File: src/rtl/pim_pkg.sv
package pim_pkg;
  localparam int DATA_W = 32;
  localparam int EN_BIT = 31;
  localparam int LIVE_BIT = 2;
  localparam int IDX_LSB = 3;

  // fixed routing contents of map register idx
  function automatic logic [DATA_W-1:0] map_default(input int unsigned idx);
    logic [DATA_W-1:0] v;
    v = '0;
    v[10:6] = 5'h1F;
    v[4:2]  = idx[2:0];
    return v;
  endfunction
endpackage

File: src/rtl/pim_decode.sv
module pim_decode #(
  parameter int N_GRP  = 8,
  parameter int IDX_W  = 3,
  parameter int ADDR_W = 6
) (
  input  logic              clk_i,
  input  logic              rst_ni,
  input  logic              we_i,
  input  logic [ADDR_W-1:0] addr_i,
  output logic              live_o,
  output logic [IDX_W-1:0]  idx_o,
  output logic [N_GRP-1:0]  wr_hit_o
);
  import pim_pkg::*;

  assign live_o = addr_i[LIVE_BIT];
  assign idx_o  = addr_i[ADDR_W-1:IDX_LSB];

  always_comb begin
    wr_hit_o = '0;
    if (we_i && live_o) wr_hit_o[idx_o] = 1'b1;
  end


  single_hit_chk: assert property (@(posedge clk_i) disable iff (!rst_ni)
    $onehot0(wr_hit_o));
endmodule

File: src/rtl/pim_regs.sv
module pim_regs #(
  parameter int N_GRP = 8,
  parameter int IDX_W = 3
) (
  input  logic                       clk_i,
  input  logic                       rst_ni,
  input  logic                       clr_i,
  input  logic [N_GRP-1:0]           wr_hit_i,
  input  logic                       wr_en_bit_i,
  input  logic                       live_i,
  input  logic [IDX_W-1:0]           idx_i,
  output logic [N_GRP-1:0]           en_o,
  output logic [pim_pkg::DATA_W-1:0] rdata_o
);
  import pim_pkg::*;

  logic [N_GRP-1:0] en_q;

  always_ff @(posedge clk_i or negedge rst_ni) begin
    if (!rst_ni) begin
      en_q <= '0;
    end else if (clr_i) begin
      en_q <= '0;  // clear wins over a same-cycle write
    end else begin
      for (int i = 0; i < N_GRP; i++)
        if (wr_hit_i[i]) en_q[i] <= wr_en_bit_i;
    end
  end

  assign en_o = en_q;

  always_comb begin
    rdata_o = '0;
    if (live_i) begin
      rdata_o = map_default(int'(idx_i));
      rdata_o[EN_BIT] = en_q[idx_i];
    end
  end


  clr_all_chk: assert property (@(posedge clk_i) disable iff (!rst_ni)
    clr_i |=> (en_o == '0));


  no_hit_stable_chk: assert property (@(posedge clk_i) disable iff (!rst_ni)
    (!clr_i && wr_hit_i == '0) |=> $stable(en_o));

  for (genvar g = 0; g < N_GRP; g++) begin : g_chk

    wr_load_chk: assert property (@(posedge clk_i) disable iff (!rst_ni)
      (!clr_i && wr_hit_i[g]) |=> (en_o[g] == $past(wr_en_bit_i)));
  end
endmodule

File: src/rtl/pim_gate.sv
module pim_gate #(
  parameter int N_LINES = 32,
  parameter int LPG     = 4,
  parameter int N_GRP   = N_LINES / LPG
) (
  input  logic               clk_i,
  input  logic               rst_ni,
  input  logic [N_GRP-1:0]   en_i,
  input  logic [N_LINES-1:0] irq_i,
  output logic [N_LINES-1:0] irq_o
);
  for (genvar n = 0; n < N_LINES; n++) begin : g_line
    localparam int G = n / LPG;
    logic q;

    always_ff @(posedge clk_i or negedge rst_ni) begin
      if (!rst_ni) q <= 1'b0;
      else         q <= en_i[G] & irq_i[n];
    end

    assign irq_o[n] = q;


    pass_chk: assert property (@(posedge clk_i) disable iff (!rst_ni)
      en_i[G] |=> (irq_o[n] == $past(irq_i[n])));


    force_low_chk: assert property (@(posedge clk_i) disable iff (!rst_ni)
      !en_i[G] |=> !irq_o[n]);
  end
endmodule

File: src/rtl/pci_intr_map.sv
module pci_intr_map #(
  parameter int N_LINES = 32,
  parameter int LPG     = 4,
  localparam int N_GRP  = N_LINES / LPG,
  localparam int IDX_W  = $clog2(N_GRP),
  localparam int ADDR_W = IDX_W + pim_pkg::IDX_LSB
) (
  input  logic                       clk_i,
  input  logic                       rst_ni,
  input  logic                       en_clr_i,
  input  logic                       bus_we_i,
  input  logic [ADDR_W-1:0]          bus_addr_i,
  input  logic [pim_pkg::DATA_W-1:0] bus_wdata_i,
  output logic [pim_pkg::DATA_W-1:0] bus_rdata_o,
  input  logic [N_LINES-1:0]         irq_i,
  output logic [N_LINES-1:0]         irq_o
);
  import pim_pkg::*;

  logic             live;
  logic [IDX_W-1:0] idx;
  logic [N_GRP-1:0] wr_hit;
  logic [N_GRP-1:0] en;

  pim_decode #(.N_GRP(N_GRP), .IDX_W(IDX_W), .ADDR_W(ADDR_W)) u_dec (
    .clk_i    (clk_i),
    .rst_ni   (rst_ni),
    .we_i     (bus_we_i),
    .addr_i   (bus_addr_i),
    .live_o   (live),
    .idx_o    (idx),
    .wr_hit_o (wr_hit)
  );

  pim_regs #(.N_GRP(N_GRP), .IDX_W(IDX_W)) u_regs (
    .clk_i       (clk_i),
    .rst_ni      (rst_ni),
    .clr_i       (en_clr_i),
    .wr_hit_i    (wr_hit),
    .wr_en_bit_i (bus_wdata_i[EN_BIT]),
    .live_i      (live),
    .idx_i       (idx),
    .en_o        (en),
    .rdata_o     (bus_rdata_o)
  );

  pim_gate #(.N_LINES(N_LINES), .LPG(LPG), .N_GRP(N_GRP)) u_gate (
    .clk_i  (clk_i),
    .rst_ni (rst_ni),
    .en_i   (en),
    .irq_i  (irq_i),
    .irq_o  (irq_o)
  );
endmodule

File: config.mk
export PLATFORM = sky130hd
export DESIGN_NAME = pci_intr_map
export DESIGN_NICKNAME = d
export VERILOG_FILES = /design/src/rtl/pim_pkg.sv /design/src/rtl/pim_decode.sv /design/src/rtl/pim_regs.sv /design/src/rtl/pim_gate.sv /design/src/rtl/pci_intr_map.sv
export SDC_FILE = /design/constraint.sdc
export NUM_CORES = 1
export LEC_CHECK = 0
export BUFFER_PORTS_ARGS = -buffer_cell sky130_fd_sc_hd__buf_4
export CAP_MARGIN = 0
export CORE_MARGIN = 2
export CORE_UTILIZATION = 41
export CTS_CLUSTER_DIAMETER = 80
export DETAILED_ROUTE_END_ITERATION = 16
export PLACE_DENSITY = 0.8
export SLEW_MARGIN = 20
export SYNTH_ARGS = -nofsm -noshare
export SYNTH_HDL_FRONTEND = slang
export SYNTH_SLANG_ARGS = --single-unit
File: constraint.sdc
create_clock -name clk_i -period 1.1 [get_ports clk_i]
set_input_delay 0.11 -clock clk_i [delete_from_list [all_inputs] [get_ports clk_i]]
set_output_delay 0.11 -clock clk_i [all_outputs]
set_load 0.05 [all_outputs]
; ---- Word-level counts from Yosys, hierarchy flattened
; Cells that the tools add are included.
[totals]
word_cells = 99
input_bits = 74
regBits = 40
output_inout_bits = 64
[op_classes]
bitwise = 32
mux = 15
order_cmp = 2
reduce_logical = 10
[op_table]
columns = operator, n
row1 = AND 1 bit, 32
row2 = two-way mux 32 bit, 1
row3 = two-way mux 8 bit, 2
row4 = nonzero test 2 bit, 8
row5 = two-way mux 1 bit, 10
row6 = "less-than comparator 3 x 4 -> 1 bit, second input constant", 1
row7 = binary-select mux 1 bit (select 3 bit), 1
row8 = demux 1 bit (select 3 bit), 1
row9 = "greater-or-equal comparator 3 x 1 -> 1 bit, second input constant", 1
row10 = logical AND 1 bit, 2

; ---- Logic depth before layout (Yosys ltp)
; Gate-level depths: netlist of the first run.
[depth]
depth_word = 7
depth_mapped = 4
ltp_nobuf = 3

; ---- Cells and area by module
; A second synthesis of the first run with hierarchy kept.
[hier_totals]
hier_cells = 175
hier_area_um2 = 1971.9
[by_module_without_submodules]
columns = mod, cells_each, n_inst, area_per_inst_um2, seq_area_each_um2
row1 = pim_gate, 96, 1, 1241.2, 800.8
row2 = pim_regs, 62, 1, 611.8, 200.2
row3 = pim_decode, 17, 1, 118.9, 0.0

; ---- Worst setup path before layout of the first run
; OpenSTA, ideal clock, no wires.
[synth_timing]
path_type = register to output
start = reg u_regs.en_q[0] (netlist: u_regs.en_o[0])
end = out bus_rdata_o[31] (netlist bit)
setup_slack_ns = -0.103
arrival_ns = 1.093
stages_incl_launch_ff = 4
path_cell_list = dfrtp_1 mux2i_1 o32ai_1 o21a_1
[synth_via]
elab_chain_cells = 3
[synth_rtl]
columns = element, line_no
row1 = "start, declared", pim_regs.sv:17  ; logic [N_GRP-1:0] en_q;
row2 = "start signal, assigned by index", pim_regs.sv:26  ; if (wr_hit_i[i]) en_q[i] <= wr_en_bit_i;
row3 = binary-select mux 1 bit (select 3 bit), pim_regs.sv:36  ; rdata_o[EN_BIT] = en_q[idx_i];
row4 = two-way mux 1 bit (not written as such), pim_regs.sv:36
row5 = two-way mux 32 bit, pim_regs.sv:34  ; if (live_i) begin
row6 = "end, declared", pci_intr_map.sv:14  ; output logic [pim_pkg::DATA_W-1:0] bus_rdata_o,
; Every way passes these cells. The select of a mux whose other input is x is not followed.

; ---- Worst setup path after layout of the first run
[layout_timing]
start = reg u_regs.en_q[2] (netlist: u_regs.en_o[2])
end = out bus_rdata_o[31] (netlist bit)
; Same word-level chain as after synthesis.

==> summary.md, run 1 <==
| Metric | Value |
|---|---|
| Slew Viols, Final | 0 |
| HPWL after DPL | 2700 microns |
| Sw Ratio | about 26% |
| Class of the most critical setup path | reg2out |
| Drt drc | 0 |
| CORE AREA | around 4700 sq um |
| YS warnings | 0 |
| Top cell type's share of synthesized area | 51.0% |
| Row cnt | 25 |
| Status | finished, violations left |
| Post-Syn Area per Cell | 10.7 sq um |
| Clock sink count | 40 |
| Die height | 73.2 microns |
| Critical Path Sink Type | output port |
| Synth cell count leaders | buf_4, dfrtp_1, and2_1 |
| Max clock buf depth | 2 |
| Cell variety after synth | 26 |
| Violated checks | setup timing |
| Most frequent cell after synthesis | buf_4 |
| Initial DRC count | 22 |
| Peak VDD IR | 0.384 mV |
| HP Class | in2reg |
| Max Freq | slightly below 700 MHz |
| Total die area | 5350 sq um |
| Synth top area cells | dfrtp_1, buf_4, and2_1 |
| Number of global-route vias before repair | 1214 |
| Avg WL per Cell | ~12 microns |
| Area growth syn-to-layout | 26.8% |
| Delay-heaviest family, CP | flip-flops |
| First-pass GRT wire length | 5410 microns |
| Clock latency on the worst-skew pair | 290 ps |
| P_sw | about 0.00084 W |
| Initial antenna violation count | 0 |
| Synthesis-stage register bit count | 40 |
| Min-Delay Path Depth | 2 |
| Gp weighted congestion | 0.827 |
| Post-Route Setup TNS | -340 ps |
| Reg2Reg Depth | 5 |
| CTS Root Cell | clkbuf_8 |
| RSZ-0062 raised after global routing | true |
| Slowest stage delay, CP | 390 ps |
| Final setup vio count | 1 |
| Clock share of power | 38.8% |
| Register area share after synthesis | 51.0% |
| Drt first pass iters | 5 |
| Max-cap violations | 0 |
| Antenna-violating nets left | 0 |
| I/O Buffers | between 80 and 90 |
| Initial core utilization | 42.1% |
| Final core utilization | 53.4% |
| Clock slew at reported path FFs | 80 ps |
| Stages on worst setup path | 4 |
| Largest net degree at the start of global routing | 41 |
| CTS Buf Count | 5 |
| Via Count | 1299 |
| Number of synthesized flops with an enable pin | 0 |
| Final wirelength | 3550 microns |
| CTS H-tree lvls | 2 |
| Sequential share of power | a little under half |
| PnR worst setup slack | -340 ps |
| Final hold vios | 0 |
| Post-synthesis cell area | 1960 sq um |
| Crit path buf inv count | 1 |
| Layout cells sized above 1 | roughly 43% |
| Main synth FF type | dfrtp_1 |
| Combinational Power Share | around 16% |
| Gr ovfl total | 0 |
| Critical path required time | 990 ps |
| Vias per Instance | 4.37 |
| Async SR Flop Fraction | 100% |
| Maximum fanout along the worst path | 2 |
| Period Utilization, post-route | 131% |
| Clock skew | 10.6 ps |
| Critical Path Slowest Stage Cell | dfrtp_1 |
| Minimum clock period | 1440 ps |
| Int Power | 0.00244 W |
| I/O pin total | about 140 |
| Cell count after synthesis | approximately 180 |
| Startpoint Class | flip-flop |
| Critical Path AT | about 1300 ps |
| Leak Pwr | ~1.4 nW |
| Die width | 73.2 microns |
| Area leader, netlist | dfrtp_1 |
| CTS tree | built |
| Pwr Density | 1320 nW/um^2 |
| Critical-path cell list | mux2i_1 -> o32ai_2 -> o21a_2 -> buf_6 |
| Total GRT Usage | a little over an eighth |
| Final net count | 316 |
| Ant diodes | 0 |
[registers in the layout (all words and copies together) (netlist names)]
name and flops:
u_regs.en_o 8, u_gate.g_line.q 32
[through the flow]
stage | setup slack, ps | cells | instance area, sq um | hold WS (ps) | total power (W)
after global routing | -414 | 297 | 2490 | 20.7 | 0.00339
final | -340 | 297 | 2490 | 23.5 | 0.00328
after detailed placement | -103 | 286 | 2320 | 110 | 0.00203
after global placement | -60.6 | 286 | 2320 | 102 | 0.00202
after floorplan | 22.8 | 205 | 2050 | -186 | 0.00192
after CTS | -350 | 296 | 2480 | 12.8 | 0.00332
[routing by layer]
metal / wire [microns] / vias to the layer above / track usage (%) / share of wire, %
met3: 247 / 4 / 3.31 / 7.0
met2: 1910 / 59 / 23.1 / 54
li1: - / 622 / - / -
met5: 0 / - / 0 / 0
met1: 1340 / 614 / 14.5 / 38
met4: 51 / 0 / 6.17 / 1.4
[cell usage in the layout (no fill, tap or decap), types with 4 or more instances in the layout]
master    count
buf_4        93
dfrtp_1      40
and2_1       35
conb_1       23
a21oi_1       8
nand3_1       7
clkbuf_8      7
o21ai_0       6
mux2i_1       4
[path summary, 6_finish.rpt]
check / slack (ps) / from / endpoint
min in group asynchronous: 320 / rst_ni / u_gate.g_line[6].q
max reg2reg: 50 / u_regs.en_o[2] / u_regs.en_o[2]
max in group asynchronous: 440 / rst_ni / u_gate.g_line[25].q
min: 20 / irq_i[2] / u_gate.g_line[2].q
min reg2reg: 610 / u_regs.en_o[6] / u_gate.g_line[24].q
max: -340 / u_regs.en_o[2] / bus_rdata_o[31]
[power groups by stage]
stage	combinational, W	clock, W	sequential, W
detailed placement	0.000515	0	0.00151
finish	0.000522	0.00127	0.00148
floorplan	0.000407	0	0.00151
global route	0.000554	0.00135	0.00149
global placement	0.000511	0	0.00151
CTS	0.000522	0.00131	0.00148
[cell type report]
class / instances / area (sq um)
Clock buffer: 7 / 96.3
Clock inverter: 1 / 30.0
Fill cell: 409 / 2170
Inverter: 1 / 3.75
Multi-Input combinational cell: 99 / 569
Sequential cell: 40 / 1000
Tap cell: 54 / 67.6
Timing Repair Buffer: 95 / 719
[kinds of logic (layout without fill, tap and decap cells)]
logic type | count (synthesis) | count (layout) | share of synthesized area [%]
AO/OA/AOI/OAI | 19 | 19 | 5.61
buffers and inverters | 66 | 104 | 24.6
flip-flops | 40 | 40 | 51.0
multiplexers | 4 | 4 | 2.04
other | 1 | 23 | 0.191
AND/OR/NAND/NOR | 53 | 53 | 16.5
[what timing repair did]
item | CTS | global route
setup endpoints to repair | 1 | 1
resized for setup | 2 | 0
hold endpoints to repair | 40 | 0
setup buffers | 1 | 1
hold buffers | 1 | 0
(Power assumes the default switching activity.)
==> run 2: changes to the inputs <==
--- a/config.mk
+++ b/config.mk
@@ -8,10 +8,10 @@
 export BUFFER_PORTS_ARGS = -buffer_cell sky130_fd_sc_hd__buf_4
 export CAP_MARGIN = 0
 export CORE_MARGIN = 2
-export CORE_UTILIZATION = 41
+export CORE_UTILIZATION = 40
 export CTS_CLUSTER_DIAMETER = 80
 export DETAILED_ROUTE_END_ITERATION = 16
-export PLACE_DENSITY = 0.8
+export PLACE_DENSITY = 0.78
 export SLEW_MARGIN = 20
 export SYNTH_ARGS = -nofsm -noshare
 export SYNTH_HDL_FRONTEND = slang
==> summary.md, run 2 (same netlist as run 1, synthesis figures left out) <==
| Metric | Value |
|---|---|
| Initial antenna violation count | 0 (unchanged) |
| Violated checks | setup timing |
| Crit path buf inv count | 1 (unchanged) |
| Final core utilization | 51.6% (-1.8 points) |
| Avg WL per Cell | 11.2 microns (-6.0%) |
| Status | finished, violations left |
| Most frequent cells in the layout | buf_4, dfrtp_1, and2_1 |
| Final wirelength | 3440 microns (-3.1%) |
| Die width | 74.0 microns (+1.2%) |
| I/O pin total | 138 (unchanged) |
| Row cnt | 25 (unchanged) |
| PnR worst setup slack | -354 ps (-13.5 ps) |
| Combinational Power Share | 18.0% (+2.1 points) |
| Clock skew | 5.12 ps (-5.51 ps) |
| Die height | 74.0 microns (+1.2%) |
| CTS H-tree lvls | 2 (unchanged) |
| Max reg flops | 32 (unchanged) |
| Final setup vio count | 1 (unchanged) |
| Critical Path Slowest Stage Cell | dfrtp_1 |
| Commonest non-fill, non-tap cell in the layout | buf_4 |
| Final net count | 313 (-0.95%) |
| Largest Register | u_gate.g_line.q |
| Via Count | 1250 (-3.8%) |
| Maximum fanout along the worst path | 2 (unchanged) |
| Initial core utilization | 41.5% (-0.56 points) |
| Antenna-violating nets left | 0 (unchanged) |
| Critical R2R Launch | u_regs.en_o[2] |
| Total die area | 5480 sq um (+2.4%) |
| Clock slew at reported path FFs | 70 ps (about the same) |
| HP Class | in2reg |
| Critical Path AT | 1340 ps (about the same) |
| Max Freq | 688 MHz (-0.93%) |
| First-pass GRT wire length | 5230 microns (-3.3%) |
| Drt first pass iters | 4 (-1) |
| Clock sink count | 40 (unchanged) |
| Sequential share of power | 51.8% (+6.5 points) |
| Max-cap violations | 0 (unchanged) |
| Filler instances | 448 (+9.5%) |
| Total power | 0.00287 W (-12%) |
| Int Power | 0.00207 W (-15%) |
| Leak Pwr | 1.32 nW (-3.1%) |
| RSZ-0062 raised after global routing | true |
| Final hold vios | 0 (unchanged) |
| Critical Path Sink Type | output port |
| Minimum clock period | 1450 ps (+13.5 ps) |
| Area growth syn-to-layout | 24.2% |
| Gr ovfl total | 0 (unchanged) |
| HPWL after DPL | 2680 microns (-0.72%) |
| Total GRT Usage | 12.7% (-0.36 points) |
| Ant diodes | 0 (unchanged) |
| Slew Viols, Final | 0 (unchanged) |
| Slowest stage delay, CP | 400 ps (about the same) |
| Largest net degree at the start of global routing | 41 (unchanged) |
| CTS Buf Count | 5 (unchanged) |
| Hold Crit Start | irq_i[2] |
| Vias per Instance | 4.08 (-6.6%) |
| CTS tree | built |
| Max clock buf depth | 2 (unchanged) |
| Peak VDD IR | 0.504 mV (+31%) |
| Reg2Reg Depth | 3 (-2) |
| Period Utilization, post-route | 132% (+1.2 points) |
| Clock share of power | 30.2% (-8.6 points) |
| Class of the most critical setup path | reg2out |
| Clock latency on the worst-skew pair | 280 ps (about the same) |
| CORE AREA | 4720 sq um (+1.3%) |
| Critical path required time | 990 ps (about the same) |
| Drt drc | 0 (unchanged) |
| Sw Ratio | 28.0% (+2.4 points) |
| CTS Root Cell | clkbuf_8 |
| Post-Route Setup TNS | -354 ps (-13.5 ps) |
| Stages on worst setup path | 4 (unchanged) |
| Min-Delay Path Depth | 2 (unchanged) |
| Layout cells sized above 1 | 41.8% (-0.96 points) |
| Initial DRC count | 24 (+9.1%) |
| Worst setup startpoint | u_regs.en_o[0] |
| Critical-path cell list | mux2i_2 -> o32ai_2 -> o21a_2 -> buf_6 |
| Delay-heaviest family, CP | flip-flops |
| P_sw | 0.000803 W (-4.2%) |
| Number of global-route vias before repair | 1177 (-3.0%) |
| Pwr Density | 1180 nW/um^2 (-11%) |
| Gp weighted congestion | 0.841 (+1.7%) |
| Hold_ws | 27.4 ps (+3.87 ps) |
| Startpoint Class | flip-flop |
| I/O Buffers | 81 (unchanged) |
run 2: power by group through the flow:
stage	Clock [W]	Sequential (W)	Combinational, W
after detailed placement	0	0.00151	0.000511
after global placement	0	0.00151	0.000507
after CTS	0.000918	0.00149	0.000517
after global routing	0.000968	0.00149	0.000549
after floorplan	0	0.00151	0.000407
final	0.000867	0.00149	0.000517
run 2: layer usage:
layer | vias to the layer above | GRT usage, % | routed length [microns]
met3 | 6 | 3.52 | 224
met5 | - | 0 | 0
met2 | 51 | 22.9 | 1850
met1 | 578 | 13.7 | 1310
li1 | 615 | - | -
met4 | 0 | 6.06 | 59
run 2: layout make-up:
| cell class | count | area [sq um] | share of cell area (%) |
|---|---|---|---|
| Sequential cell | 40 | 1000 | 41.1 |
| Timing Repair Buffer | 92 | 697 | 28.6 |
| Multi-Input combinational cell | 99 | 573 | 23.5 |
| Tap cell | 67 | 83.8 | 3.44 |
| Clock buffer | 6 | 72.6 | 2.98 |
| Clock inverter | 1 | 5.00 | 0.205 |
| Inverter | 1 | 3.75 | 0.154 |
run 2: path summary, 6_finish.rpt:
check / slack [ps] / to
worst min-delay path: 30 / u_gate.g_line[2].q
worst max register to register: 280 / u_regs.en_o[2]
worst max-delay path: -350 / bus_rdata_o[31]
min in group asynchronous: 330 / u_gate.g_line[10].q
max in group asynchronous: 430 / u_gate.g_line[6].q
worst min register to register: 610 / u_gate.g_line[27].q
run 2: what timing repair did:
item,4_1_cts,5_1_grt
hold endpoints to repair,40,0
setup buffers,0,0
hold buffers,1,0
gates resized for setup,2,1
setup endpoints to repair,1,1
pin swaps,2,1
run 2: through the flow:
stage | std cells | worst slack [ps] | cell area, sq um
floorplan | 205 | 22.8 | 2050
global placement | 298 | -57.1 | 2330
detailed placement | 298 | -54.7 | 2330
CTS | 306 | -356 | 2430
global route | 306 | -419 | 2440
finish | 306 | -354 | 2440
==> run 3: changes to the inputs <==
--- a/config.mk
+++ b/config.mk
@@ -5,7 +5,7 @@
 export SDC_FILE = /design/constraint.sdc
 export NUM_CORES = 1
 export LEC_CHECK = 0
-export BUFFER_PORTS_ARGS = -buffer_cell sky130_fd_sc_hd__buf_4
+export BUFFER_PORTS_ARGS = -buffer_cell sky130_fd_sc_hd__buf_2
 export CAP_MARGIN = 0
 export CORE_MARGIN = 2
 export CORE_UTILIZATION = 40
==> summary.md, run 3 (same netlist as run 1, synthesis figures left out) <==
| Metric | Value |
|---|---|
| Gr ovfl total | 0 (unchanged) |
| Clock slew at reported path FFs | 70 ps (about the same) |
| First-pass GRT wire length | 4950 microns (-5.3%) |
| Row cnt | 25 (unchanged) |
| Final hold vios | 0 (unchanged) |
| Layout cells sized above 1 | 42.8% (+0.96 points) |
| Worst setup startpoint | u_regs.en_o[2] |
| CTS Buf Count | 5 (unchanged) |
| Area growth syn-to-layout | 18.6% |
| Cells after DPL | 302 (+1.3%) |
| Clock latency on the worst-skew pair | 280 ps (about the same) |
| Place WS | -109 ps (-54.2 ps) |
| PnR worst setup slack | -338 ps (+15.6 ps) |
| Critical Path Sink Type | output port |
| Minimum clock period | 1440 ps (-15.6 ps) |
| Die width | 74.0 microns (unchanged) |
| Number of global-route vias before repair | 1114 (-5.4%) |
| I/O Buffers | 81 (unchanged) |
| Class of the most critical setup path | reg2out |
| Die height | 74.0 microns (unchanged) |
| CORE AREA | 4720 sq um (unchanged) |
| HP Class | in2reg |
| Critical Path AT | 1330 ps (about the same) |
| Final wirelength | 3340 microns (-2.9%) |
| Initial DRC count | 15 (-38%) |
| Max reg flops | 32 (unchanged) |
| Final net count | 317 (+1.3%) |
| Peak VDD IR | 0.513 mV (+1.9%) |
| Final std cells w/o fill | 310 (+1.3%) |
| Sw Ratio | 24.9% (-3.1 points) |
| Clock sink count | 40 (unchanged) |
| Critical R2R Launch | u_regs.en_o[3] |
| Avg WL per Cell | 10.8 microns (-4.1%) |
| Drt drc | 0 (unchanged) |
| RSZ-0062 raised after global routing | true |
| Max-cap violations | 0 (unchanged) |
| Ant diodes | 0 (unchanged) |
| P_sw | 0.000824 W (+2.6%) |
| Initial antenna violation count | 0 (unchanged) |
| Vias per Instance | 4.10 (+0.37%) |
| Total die area | 5480 sq um (unchanged) |
| Most frequent cells in the layout | buf_2, dfrtp_1, and2_1 |
| Period Utilization, post-route | 131% (-1.4 points) |
| Total GRT Usage | 12.0% (-0.66 points) |
| CTS tree | built |
| Total power | 0.00331 W (+15%) |
| Combinational Power Share | 14.4% (-3.6 points) |
| Max Freq | 695 MHz (+1.1%) |
| Startpoint Class | flip-flop |
| Filler instances | 456 (+1.8%) |
| Maximum fanout along the worst path | 2 (unchanged) |
| Critical path required time | 990 ps (about the same) |
| Via Count | 1271 (+1.7%) |
| HPWL after DPL | 2610 microns (-2.3%) |
| Antenna-violating nets left | 0 (unchanged) |
| Commonest non-fill, non-tap cell in the layout | buf_2 |
| Clock skew | 7.96 ps (+2.84 ps) |
| Clock share of power | 40.7% (+11 points) |
| Hold Crit Start | irq_i[4] |
| Largest Register | u_gate.g_line.q |
| Pwr Density | 1420 nW/um^2 (+21%) |
| Sequential share of power | 44.8% (-7.0 points) |
| Int Power | 0.00249 W (+20%) |
| Status | finished, violations left |
| I/O pin total | 138 (unchanged) |
| Violated checks | setup timing |
| Max clock buf depth | 2 (unchanged) |
| Final setup vio count | 1 (unchanged) |
| Slew Viols, Final | 0 (unchanged) |
| CTS H-tree lvls | 2 (unchanged) |
| Leak Pwr | 1.34 nW (+0.99%) |
| CTS Root Cell | clkbuf_8 |
| Post-CTS setup buffer count | 0 (unchanged) |
| Largest net degree at the start of global routing | 41 (unchanged) |
| Gp weighted congestion | 0.831 (-1.2%) |
| Initial core utilization | 41.5% (unchanged) |
| Drt first pass iters | 4 (unchanged) |
==> run 3: layout make-up <==
| type | instances | area, sq um | area share [%] |
|---|---|---|---|
| clock buffers | 5 | 68.8 | 2.96 |
| clock inverters | 2 | 60.1 | 2.58 |
| inverters | 1 | 3.75 | 0.161 |
| multi-input cells | 99 | 569 | 24.5 |
| flip-flops and latches | 40 | 1000 | 43.0 |
| well taps | 67 | 83.8 | 3.60 |
| repair buffers | 96 | 539 | 23.2 |
==> run 3: critical path: stages (launching register included) <==
cell,delay (ps)
dfrtp_1,380
mux2i_1,190
o32ai_2,100
o21a_2,220
buf_6,150
==> run 3: power by group through the flow <==
stage | Clock, W | Sequential, W | Combinational, W
5_1_grt | 0.00146 | 0.00148 | 0.000511
3_3_place_gp | 0 | 0.00151 | 0.000470
6_report | 0.00135 | 0.00148 | 0.000478
4_1_cts | 0.00140 | 0.00148 | 0.000479
2_1_floorplan | 0 | 0.00151 | 0.000407
3_5_place_dp | 0 | 0.00151 | 0.000474
==> run 3: through the flow <==
step / hold WS (ps) / TNS, ps / cell area (sq um) / util (%)
2_1_floorplan: -186 / 0 / 2050 / -
3_3_place_gp: 90.9 / -134 / 2170 / 46.0
4_1_cts: 16.2 / -339 / 2320 / 49.1
3_5_place_dp: 100 / -109 / 2170 / 46.0
6_report: 25.4 / -338 / 2330 / 49.2
5_1_grt: 13.9 / -425 / 2330 / 49.2
==> run 3: layer usage <==
metal  track usage [%]  vias to the layer above  share of wire (%)
li1                  -                      624                  -
met1              14.4                      588                 40
met2              20.1                       54                 51
met3              3.52                        5                7.5
met4              5.45                        0                1.8
met5                 0                        -                  0
==> run 3: worst paths after layout <==
kind | to | slack (ps) | depth (start not counted)
max in group asynchronous | u_gate.g_line[8].q | 590 | 3
max reg2reg | u_regs.en_o[3] | 280 | 3
max | bus_rdata_o[31] | -340 | 4
min | u_gate.g_line[4].q | 30 | 2
min reg2reg | u_gate.g_line[29].q | 610 | 2
min in group asynchronous | u_gate.g_line[11].q | 320 | 3
==> run 3: repair_timing <==
item | CTS | global route
hold endpoints to repair | 40 | 0
endpoints found under the setup margin | 1 | 1
hold buffers | 1 | 0
gates resized for setup | 2 | 1
